$ cat src/rtl/cascade_pkg.sv
package cascade_pkg;

    localparam int CNT_W  = 16;
    localparam int ADDR_W = 4;

    localparam logic [ADDR_W-1:0] A_SRC    = 4'd0;
    localparam logic [ADDR_W-1:0] A_WIDEN  = 4'd1;
    localparam logic [ADDR_W-1:0] A_START  = 4'd2;
    localparam logic [ADDR_W-1:0] A_LO_CNT = 4'd4;
    localparam logic [ADDR_W-1:0] A_LO_CPA = 4'd5;
    localparam logic [ADDR_W-1:0] A_LO_CPB = 4'd6;
    localparam logic [ADDR_W-1:0] A_HI_CNT = 4'd8;
    localparam logic [ADDR_W-1:0] A_HI_CPA = 4'd9;
    localparam logic [ADDR_W-1:0] A_HI_CPB = 4'd10;

    localparam logic [3:0] SRC_CASCADE = 4'hF;

    typedef enum logic [1:0] {
        STEP_NONE = 2'd0,
        STEP_UP   = 2'd1,
        STEP_DN   = 2'd2
    } step_t;

    typedef struct packed {
        logic lo_a_wide;
        logic lo_b_wide;
        logic hi_a_wide;
        logic hi_b_wide;
    } widen_t;

    // phases packed {A,B}; A leading B counts up
    function automatic step_t quad_step(input logic [1:0] prev, input logic [1:0] cur);
        case ({prev, cur})
            4'b0010, 4'b1011, 4'b1101, 4'b0100: quad_step = STEP_UP;
            4'b1000, 4'b1110, 4'b0111, 4'b0001: quad_step = STEP_DN;
            default:                            quad_step = STEP_NONE;
        endcase
    endfunction

endpackage

$ cat src/rtl/ctp_sync.sv
module ctp_sync #(
    parameter int N = 1
) (
    input  logic         clk,
    input  logic         rst,
    input  logic [N-1:0] din,
    output logic [N-1:0] dout
);
    logic [N-1:0] stage1;

    always_ff @(posedge clk) begin
        if (rst) begin
            stage1 <= '0;
            dout   <= '0;
        end else begin
            stage1 <= din;
            dout   <= stage1;
        end
    end
endmodule

$ cat src/rtl/ctp_quad_decoder.sv
module ctp_quad_decoder
    import cascade_pkg::*;
(
    input  logic       clk,
    input  logic       rst,
    input  logic       enable,
    input  logic [1:0] phase_sync,
    output step_t      step
);
    logic [1:0] phase_prev;

    always_ff @(posedge clk) begin
        if (rst) phase_prev <= '0;
        else     phase_prev <= phase_sync;
    end

    always_comb begin
        step = enable ? quad_step(phase_prev, phase_sync) : STEP_NONE;
    end

    // a double-phase jump never produces a step
    assert_invalid_ignored_R3: assert property (@(posedge clk) disable iff (rst)
        ($countones(phase_prev ^ phase_sync) == 2) |-> (step == STEP_NONE));

    // disabled decoder is silent
    assert_disabled_silent_R7: assert property (@(posedge clk) disable iff (rst)
        !enable |-> (step == STEP_NONE));
endmodule

$ cat src/rtl/ctp_channel.sv
module ctp_channel
    import cascade_pkg::*;
#(
    parameter int W = 16
) (
    input  logic         clk,
    input  logic         rst,
    input  logic         load,
    input  logic [W-1:0] load_val,
    input  step_t        step,
    input  logic         trig_a,
    input  logic         trig_b,
    output logic [W-1:0] count,
    output logic [W-1:0] cap_a,
    output logic [W-1:0] cap_b,
    output logic         wrap_up,
    output logic         wrap_dn
);
    localparam logic [W-1:0] ALL_ONES = {W{1'b1}};

    always_comb begin
        wrap_up = !load && (step == STEP_UP) && (count == ALL_ONES);
        wrap_dn = !load && (step == STEP_DN) && (count == '0);
    end

    always_ff @(posedge clk) begin
        if (rst) begin
            count <= '0;
        end else if (load) begin
            count <= load_val;
        end else begin
            case (step)
                STEP_UP: count <= count + 1'b1;
                STEP_DN: count <= count - 1'b1;
                default: count <= count;
            endcase
        end
    end

    always_ff @(posedge clk) begin
        if (rst) begin
            cap_a <= '0;
            cap_b <= '0;
        end else begin
            if (trig_a) cap_a <= count;
            if (trig_b) cap_b <= count;
        end
    end

    // capture registers move only on their trigger
    assert_cap_a_trig_R8: assert property (@(posedge clk) disable iff (rst)
        (cap_a != $past(cap_a)) |-> $past(trig_a));
    assert_cap_b_trig_R8: assert property (@(posedge clk) disable iff (rst)
        (cap_b != $past(cap_b)) |-> $past(trig_b));

    // a load wins over a step
    assert_load_wins_R11: assert property (@(posedge clk) disable iff (rst)
        load |=> (count == $past(load_val)));
endmodule

$ cat src/rtl/cascade_timer_pair.sv
module cascade_timer_pair
    import cascade_pkg::*;
#(
    parameter int CW = cascade_pkg::CNT_W,
    parameter int AW = cascade_pkg::ADDR_W
) (
    input  logic          clk,
    input  logic          rst,
    input  logic          wr_en,
    input  logic [AW-1:0] wr_addr,
    input  logic [CW-1:0] wr_data,
    input  logic [AW-1:0] rd_addr,
    output logic [CW-1:0] rd_data,
    input  logic          phase_a,
    input  logic          phase_b,
    input  logic [3:0]    cap_pin,
    output logic          lo_ovf,
    output logic          lo_unf
);
    localparam logic [CW-1:0] ALL_ONES = {CW{1'b1}};

    logic [3:0]    src_sel;
    widen_t        widen;
    logic          start_lo, start_hi;
    logic          casc_on;

    logic [1:0]    phase_s;
    logic [3:0]    pin_s, pin_prev, pin_rise;

    step_t         lo_step, hi_step;
    logic          lo_load, hi_load;
    logic          lo_wrap_up, lo_wrap_dn;
    logic          hi_wrap_up, hi_wrap_dn;
    logic [CW-1:0] lo_cnt, lo_cpa, lo_cpb;
    logic [CW-1:0] hi_cnt, hi_cpa, hi_cpb;
    logic          lo_trig_a, lo_trig_b, hi_trig_a, hi_trig_b;

    // control registers
    always_ff @(posedge clk) begin
        if (rst) begin
            src_sel  <= '0;
            widen    <= '0;
            start_lo <= 1'b0;
            start_hi <= 1'b0;
        end else if (wr_en) begin
            case (wr_addr)
                A_SRC:   src_sel <= wr_data[3:0];
                A_WIDEN: widen   <= '{lo_a_wide: wr_data[0], lo_b_wide: wr_data[1],
                                      hi_a_wide: wr_data[2], hi_b_wide: wr_data[3]};
                A_START: begin
                    start_lo <= wr_data[0];
                    start_hi <= wr_data[1];
                end
                default: ;
            endcase
        end
    end

    assign casc_on = (src_sel == SRC_CASCADE);
    assign lo_load = wr_en && (wr_addr == A_LO_CNT);
    assign hi_load = wr_en && (wr_addr == A_HI_CNT);

    // input synchronizers
    ctp_sync #(.N(2)) u_phase_sync (
        .clk(clk), .rst(rst), .din({phase_a, phase_b}), .dout(phase_s)
    );
    ctp_sync #(.N(4)) u_pin_sync (
        .clk(clk), .rst(rst), .din(cap_pin), .dout(pin_s)
    );

    always_ff @(posedge clk) begin
        if (rst) pin_prev <= '0;
        else     pin_prev <= pin_s;
    end
    assign pin_rise = pin_s & ~pin_prev;

    assign lo_trig_a = pin_rise[0] | (widen.lo_a_wide & pin_rise[2]);
    assign lo_trig_b = pin_rise[1] | (widen.lo_b_wide & pin_rise[3]);
    assign hi_trig_a = pin_rise[2] | (widen.hi_a_wide & pin_rise[0]);
    assign hi_trig_b = pin_rise[3] | (widen.hi_b_wide & pin_rise[1]);

    ctp_quad_decoder u_quad (
        .clk(clk), .rst(rst), .enable(start_lo), .phase_sync(phase_s), .step(lo_step)
    );

    ctp_channel #(.W(CW)) u_lo (
        .clk(clk), .rst(rst), .load(lo_load), .load_val(wr_data), .step(lo_step),
        .trig_a(lo_trig_a), .trig_b(lo_trig_b),
        .count(lo_cnt), .cap_a(lo_cpa), .cap_b(lo_cpb),
        .wrap_up(lo_wrap_up), .wrap_dn(lo_wrap_dn)
    );

    always_comb begin
        hi_step = STEP_NONE;
        if (casc_on && start_hi) begin
            if (lo_wrap_up)      hi_step = STEP_UP;
            else if (lo_wrap_dn) hi_step = STEP_DN;
        end
    end

    ctp_channel #(.W(CW)) u_hi (
        .clk(clk), .rst(rst), .load(hi_load), .load_val(wr_data), .step(hi_step),
        .trig_a(hi_trig_a), .trig_b(hi_trig_b),
        .count(hi_cnt), .cap_a(hi_cpa), .cap_b(hi_cpb),
        .wrap_up(hi_wrap_up), .wrap_dn(hi_wrap_dn)
    );

    always_ff @(posedge clk) begin
        if (rst) begin
            lo_ovf <= 1'b0;
            lo_unf <= 1'b0;
        end else begin
            lo_ovf <= lo_wrap_up;
            lo_unf <= lo_wrap_dn;
        end
    end

    always_comb begin
        case (rd_addr)
            A_SRC:    rd_data = CW'(src_sel);
            A_WIDEN:  rd_data = CW'({widen.hi_b_wide, widen.hi_a_wide,
                                     widen.lo_b_wide, widen.lo_a_wide});
            A_START:  rd_data = CW'({start_hi, start_lo});
            A_LO_CNT: rd_data = lo_cnt;
            A_LO_CPA: rd_data = lo_cpa;
            A_LO_CPB: rd_data = lo_cpb;
            A_HI_CNT: rd_data = hi_cnt;
            A_HI_CPA: rd_data = hi_cpa;
            A_HI_CPB: rd_data = hi_cpb;
            default:  rd_data = '0;
        endcase
    end

    // wrap pulses land on the wrapped value and never together
    assert_ovf_zero_R4: assert property (@(posedge clk) disable iff (rst)
        lo_ovf |-> (lo_cnt == '0));
    assert_unf_ones_R4: assert property (@(posedge clk) disable iff (rst)
        lo_unf |-> (lo_cnt == ALL_ONES));
    assert_flags_excl_R4: assert property (@(posedge clk) disable iff (rst)
        $onehot0({lo_ovf, lo_unf}));

    // the upper counter moves only through cascade or a load
    assert_hi_hold_R6: assert property (@(posedge clk) disable iff (rst)
        (hi_cnt != $past(hi_cnt)) |-> ($past(casc_on && start_hi) || $past(hi_load)));

    // an upper step is always paired with a lower wrap of the same edge
    assert_hi_follows_R5: assert property (@(posedge clk) disable iff (rst)
        (!hi_load && hi_cnt != $past(hi_cnt) && !$past(hi_load)) |-> (lo_ovf || lo_unf));

    // a shared pin edge latches both halves on one edge
    assert_coherent_R10: assert property (@(posedge clk) disable iff (rst)
        (widen.lo_a_wide && pin_rise[2]) |=> (lo_cpa == $past(lo_cnt) && hi_cpa == $past(hi_cnt)));
endmodule

$ cat config.mk
export PLATFORM = sky130hd
export DESIGN_NAME = cascade_timer_pair
export DESIGN_NICKNAME = d
export VERILOG_FILES = /design/src/rtl/cascade_pkg.sv /design/src/rtl/ctp_sync.sv /design/src/rtl/ctp_quad_decoder.sv /design/src/rtl/ctp_channel.sv /design/src/rtl/cascade_timer_pair.sv
export SDC_FILE = /design/constraint.sdc
export NUM_CORES = 1
export LEC_CHECK = 0
export ABC_AREA = 1
export BUFFER_PORTS_ARGS = -buffer_cell sky130_fd_sc_hd__buf_4
export CORE_MARGIN = 5
export CORE_UTILIZATION = 50
export CTS_BUF_LIST = sky130_fd_sc_hd__clkbuf_4 sky130_fd_sc_hd__clkbuf_8 sky130_fd_sc_hd__clkbuf_16
export DETAILED_ROUTE_END_ITERATION = 10
export MAX_ROUTING_LAYER = met4
export PLACE_DENSITY = 0.68
export SLEW_MARGIN = 20
export SYNTH_ARGS = -nofsm -noshare
export SYNTH_HDL_FRONTEND = slang
export SYNTH_HIERARCHICAL = 1
export SYNTH_SLANG_ARGS = --single-unit
$ cat constraint.sdc
create_clock -name clk -period 3.7 [get_ports clk]
set_input_delay 0 -clock clk [delete_from_list [all_inputs] [get_ports clk]]
set_output_delay 0 -clock clk [all_outputs]
set_load 0.01 [all_outputs]
# Word level (Yosys, flattened, before mapping)
# Memories as Yosys holds them, arrays and structs flattened. A register that Yosys moved wholly into a read port is not among the register bits.
# Cells that the tools add are included.
[word_totals] register_bits=124 rom_bits=32 in_bits=33 output_inout_bits=18 word_cells=79 mem_count=1
[op_classes] n_addsub=4 eq_ne=18 mux=10 n_bitwise=10 n_reduce_logical=16
[memory_table] name="(name not given)" words=16 width=2 read_ports=1 rd_ports_with_merged_regs=1 wr=0 line_no="cascade_pkg.sv:33" text="case ({prev, cur})"
[ops] op="case mux 16 bit (9 select lines)" n=1
[ops] op="case mux 16 bit (2 select lines)" n=2
[ops] op="adder 16 x 1 -> 16 bit (second input constant)" n=2
[ops] op="2-to-1 mux 16 bit" n=2
[ops] op="subtractor 16 x 1 -> 16 bit (second input constant)" n=2
[ops] op="equality test 4 bit (second input constant)" n=5
[ops] op="equality test 16 bit (second input constant)" n=1
[ops] op="equality test 4 x 3 -> 1 bit (second input constant)" n=4
[ops] op="logical NOT 16 bit" n=1
[ops] op="equality test 4 x 1 -> 1 bit (second input constant)" n=2
[ops] op="equality test 4 x 2 -> 1 bit (second input constant)" n=2
[ops] op="logical NOT 4 bit" n=2
[ops] op="2-to-1 mux 2 bit" n=4
[ops] op="logical AND 1 bit" n=7
[ops] op="AND reduction 2 bit" n=3
[ops] op="nonzero test 3 bit" n=2
[ops] op="bitwise AND 1 bit" n=4
[ops] op="bitwise AND 4 bit" n=1
[ops] op="equality test 2 x 1 -> 1 bit (second input constant)" n=2
[ops] op="equality test 2 bit (second input constant)" n=2
[ops] op="2-to-1 mux 4 bit" n=1
[ops] op="NOT 4 bit" n=1
[ops] op="bitwise OR 1 bit" n=4
[ops] op="logical NOT 1 bit" n=1

# Depth between registers and ports, before layout
[logic_depth] depth_word=11 depth_mapped=27

# By module
# Netlist, hierarchy kept.
[modules_own_cells] mod="ctp_channel" n_inst=2 cells_per_inst=421 area_per_inst_um2=2763.9 seq_area_each_um2=960.9
[modules_own_cells] mod="cascade_timer_pair" n_inst=1 cells_per_inst=334 area_per_inst_um2=1707.9 seq_area_each_um2=320.3
[modules_own_cells] mod="ctp_sync at u_pin_sync" n_inst=1 cells_per_inst=25 area_per_inst_um2=231.5 seq_area_each_um2=160.2
[modules_own_cells] mod="ctp_quad_decoder" n_inst=1 cells_per_inst=22 area_per_inst_um2=117.6 seq_area_each_um2=40.0
[modules_own_cells] mod="ctp_sync at u_phase_sync" n_inst=1 cells_per_inst=12 area_per_inst_um2=110.1 seq_area_each_um2=80.1

# Worst setup path after synthesis
# OpenSTA, ideal clock, no wires.
[synth_timing] path_type="register to register" startpoint="reg, netlist name u_phase_sync/dout[0]" endpoint="reg u_hi.count[10]" arrival_time_ns=3.242 path_slack_ns=0.321 stages_incl_launch_ff=27 path_buffers=2 cell_sequence="dfxtp_1 -> inv_2 -> nand2_1 -> nand3_1 -> nor2_1 -> inv_2 -> nor2_4 -> buf_6 -> buf_12 -> nand4_1 -> nor4_1 -> inv_1 -> nor3_1 -> nand2_2 -> nand2_1 -> nand2_1 -> inv_1 -> ha_1 -> inv_1 -> nand2_1 -> nand2_1 -> o21ai_2 -> nand2_1 -> nand3_1 -> nand3_1 -> nand2_1 -> a21oi_1"
[synth_rtl] item="end signal: assignment" line_no="ctp_channel.sv:30" text="count <= load_val;"
[synth_rtl] item="end signal: assignment" line_no="ctp_channel.sv:33" text="STEP_UP: count <= count + 1'b1;"
[synth_rtl] item="end signal: assignment" line_no="ctp_channel.sv:34" text="STEP_DN: count <= count - 1'b1;"
[synth_rtl] item="end: declaration" line_no="ctp_channel.sv:13" text="output logic [W-1:0] count,"

==> results_dict.tcl <==
set metrics [dict create \
    clk_pin_slew_ns 0.06 \
    power_frac_clock_pct 49.2 \
    die-area_sq_um 17840 \
    yosysWarningCount 6 \
    fmax_ghz 0.3014 \
    vias 7937 \
    worstSkewPairLatency_ns 0.43 \
    io_pins 51 \
    hold_class "input port to register" \
    finalMaxSlewViolations 0 \
    vdd_drop_max_mv 0.3045 \
    syn_inst 1224 \
    maxCapViolations 0 \
    crit_type "register to register" \
    gr-usage-all-layers_pct 27.37 \
    cts_buffer_depth 2 \
    dpl_cell_area_sq_um 8080 \
    cts_buffers 17 \
    grt_max_degree 48 \
    drt_iter0_markers 736 \
    netlist_area_sq_um 7635 \
    fillers 1486 \
    cp_data_arrival_time_ns 3.60 \
    pwr-share-seq_pct 43.3 \
    drc 0 \
    drive_gt1_share_pct 14.70 \
    grt_pass1_vias 7184 \
    grt_pass1_wl_um 38050 \
    skew_ns 0.01134 \
    crit_start "u_phase_sync/dout[1]" \
    cts_tree "built" \
    dpl.hpwl_um 16870 \
    share_comb_of_total_power_pct 7.5 \
    path_max_fanout 22 \
    place_ws_ns 0.3507 \
    antenna_found_initial 0 \
    relSlewSlack_pct 33.96 \
    period_needed_ns 3.318 \
    powerDensity_nw_per_um2 370.2 \
    cts-root-buf "clkbuf_16" \
    wire_per_inst_um 15.81 \
    grt_overflow_total 0 \
    totalWireLength_um 23510 \
    outcome "finished, final reports clean" \
    reg2reg_to "u_hi/count[10]" \
    gp_congestion 0.9569 \
    core_sq_um 15090 \
    finalCritPeriodShare_pct 89.67 \
    finalSetupViolations 0 \
    final_nets 1321 \
    area_growth_pct 17.19 \
    htree_levels 4 \
    cp.required_ns 3.98 \
    cts_sinks 126 \
    synth_nets 1259 \
    reg2regPathDepth 22 \
    synth_area_per_cell_sq_um 6.238 \
    r2r-start "u_phase_sync/dout[1]" \
    stdcell_area_sq_um 8947 \
    hold_viol 0 \
    fp.dieH_um 133.6 \
    multiInputGateArea_sq_um 4282 \
    die_x_um 133.6 \
    worstMarginPinSlew_ns 0.9895 \
    crit_path_end_kind "register" \
    fp-row-count 45 \
    leakage_nw 4.282 \
    port_buffers 50 \
    rrSetupSlack_ns 0.38 \
    power.switching_uw 861.1 \
    ant_nets 0 \
    dr.pass1.iters 5 \
    start_kind "register" \
    n_antenna_cell 0 \
    p_int_mw 2.451 \
    p_sw_share_pct 26.00 \
    viasPerCell 5.338 \
    crit_end "u_hi/count[10]" \
    start_util_pct 50.60 \
    final.setup.worst_slack_ns 0.3823 \
    seq_area_sq_um 2522 \
]
## area by class of cell
cell class	count	area share (%)
Clock buffer	18	4.908
Clock inverter	14	1.454
Inverter	152	6.377
Multi-Input combinational cell	896	47.85
Sequential cell	126	28.19
Tap cell	188	2.629
Timing Repair Buffer	93	8.586
## how the worst min path moves through the flow
stage,start,to,cells after the start,slack (ns)
after floorplan,rst,u_phase_sync/stage1[0],1,0.07
after global placement,cap_pin[2],u_pin_sync/stage1[2],3,0.20
after CTS,wr_data[7],u_hi/count[7],4,0.01
final,wr_data[7],u_hi/count[7],4,0.03
after global routing,wr_addr[1],start_hi,5,0.03
after detailed placement,cap_pin[3],u_pin_sync/stage1[3],3,0.21
## sequential cells by signal, summed over array words and instances, names as in the netlist, 2 cells and up
name / cells
u_hi/cap_a: 16
u_phase_sync/dout: 2
widen: 4
u_hi/count: 16
u_lo/cap_b: 16
u_lo/count: 16
u_lo/cap_a: 16
src_sel: 4
pin_prev: 4
u_hi/cap_b: 16
u_pin_sync/dout: 4
u_quad/phase_prev: 2
u_pin_sync/stage1: 4
u_phase_sync/stage1: 2
## worst max-delay path, stage by stage, from the launching register on
cell,delay (ns)
dfxtp_1,0.36
inv_2,0.06
nand2_1,0.05
nand3_1,0.07
nor2_2,0.17
inv_2,0.09
nor2_1,0.17
nand3_1,0.10
nor3_1,0.28
inv_1,0.12
nor2_2,0.24
inv_2,0.10
nand2_2,0.07
buf_4,0.26
nand2_1,0.13
nand2_4,0.12
nand2_1,0.09
o21ai_2,0.23
nand2_1,0.11
nand3_1,0.08
nand3_1,0.10
nand2_1,0.10
a21oi_1,0.05
## cell usage in the layout (no fill, tap or decap), types with 9 or more instances in the layout
| master | instances |
|---|---|
| nand2_1 | 379 |
| nor2_4 | 9 |
| clkbuf_16 | 17 |
| nor2_1 | 103 |
| a21oi_1 | 96 |
| inv_2 | 14 |
| buf_4 | 69 |
| nand2_2 | 31 |
| dfxtp_1 | 126 |
| nand4_1 | 9 |
| nand2_4 | 10 |
| inv_1 | 136 |
| o21ai_0 | 110 |
| nand3_1 | 78 |
| dlygate4sd3_1 | 23 |
## per-stage QoR
| stage | total power, mW | instances | utilization, % | setup TNS [ns] | hold slack, ns |
|---|---|---|---|---|---|
| after CTS | 3.319 | 1483 | 58.85 | 0 | 0.01079 |
| after global placement | 1.684 | 1428 | 53.55 | 0 | 0.2026 |
| after floorplan | 1.598 | 1224 | - | 0 | 0.07118 |
| after detailed placement | 1.687 | 1428 | 53.55 | 0 | 0.2078 |
| final | 3.312 | 1487 | 59.30 | 0 | 0.03185 |
| after global routing | 3.436 | 1487 | 59.30 | -0.01334 | 0.02921 |
## power groups by stage
stage | registers (mW) | clock network [mW] | logic (mW)
after floorplan | 1.45 | 0 | 0.143
after global placement | 1.46 | 0 | 0.222
after detailed placement | 1.46 | 0 | 0.225
after CTS | 1.43 | 1.64 | 0.244
after global routing | 1.44 | 1.72 | 0.277
final | 1.43 | 1.63 | 0.249
## repair_timing
action | CTS | global route
gates resized for setup | 0 | 3
endpoints found under the hold margin | 39 | 0
setup endpoints to repair | 0 | 10
hold buffers | 23 | 0
buffers inserted | 0 | 4
## per-layer routing
metal  share of wire [%]  track usage (%)
met5                   0                -
met3                 6.3            5.287
met4                 2.0            8.286
met1                  45            36.32
met2                  46            42.47
No activity file was read; power rests on OpenSTA's default activity.
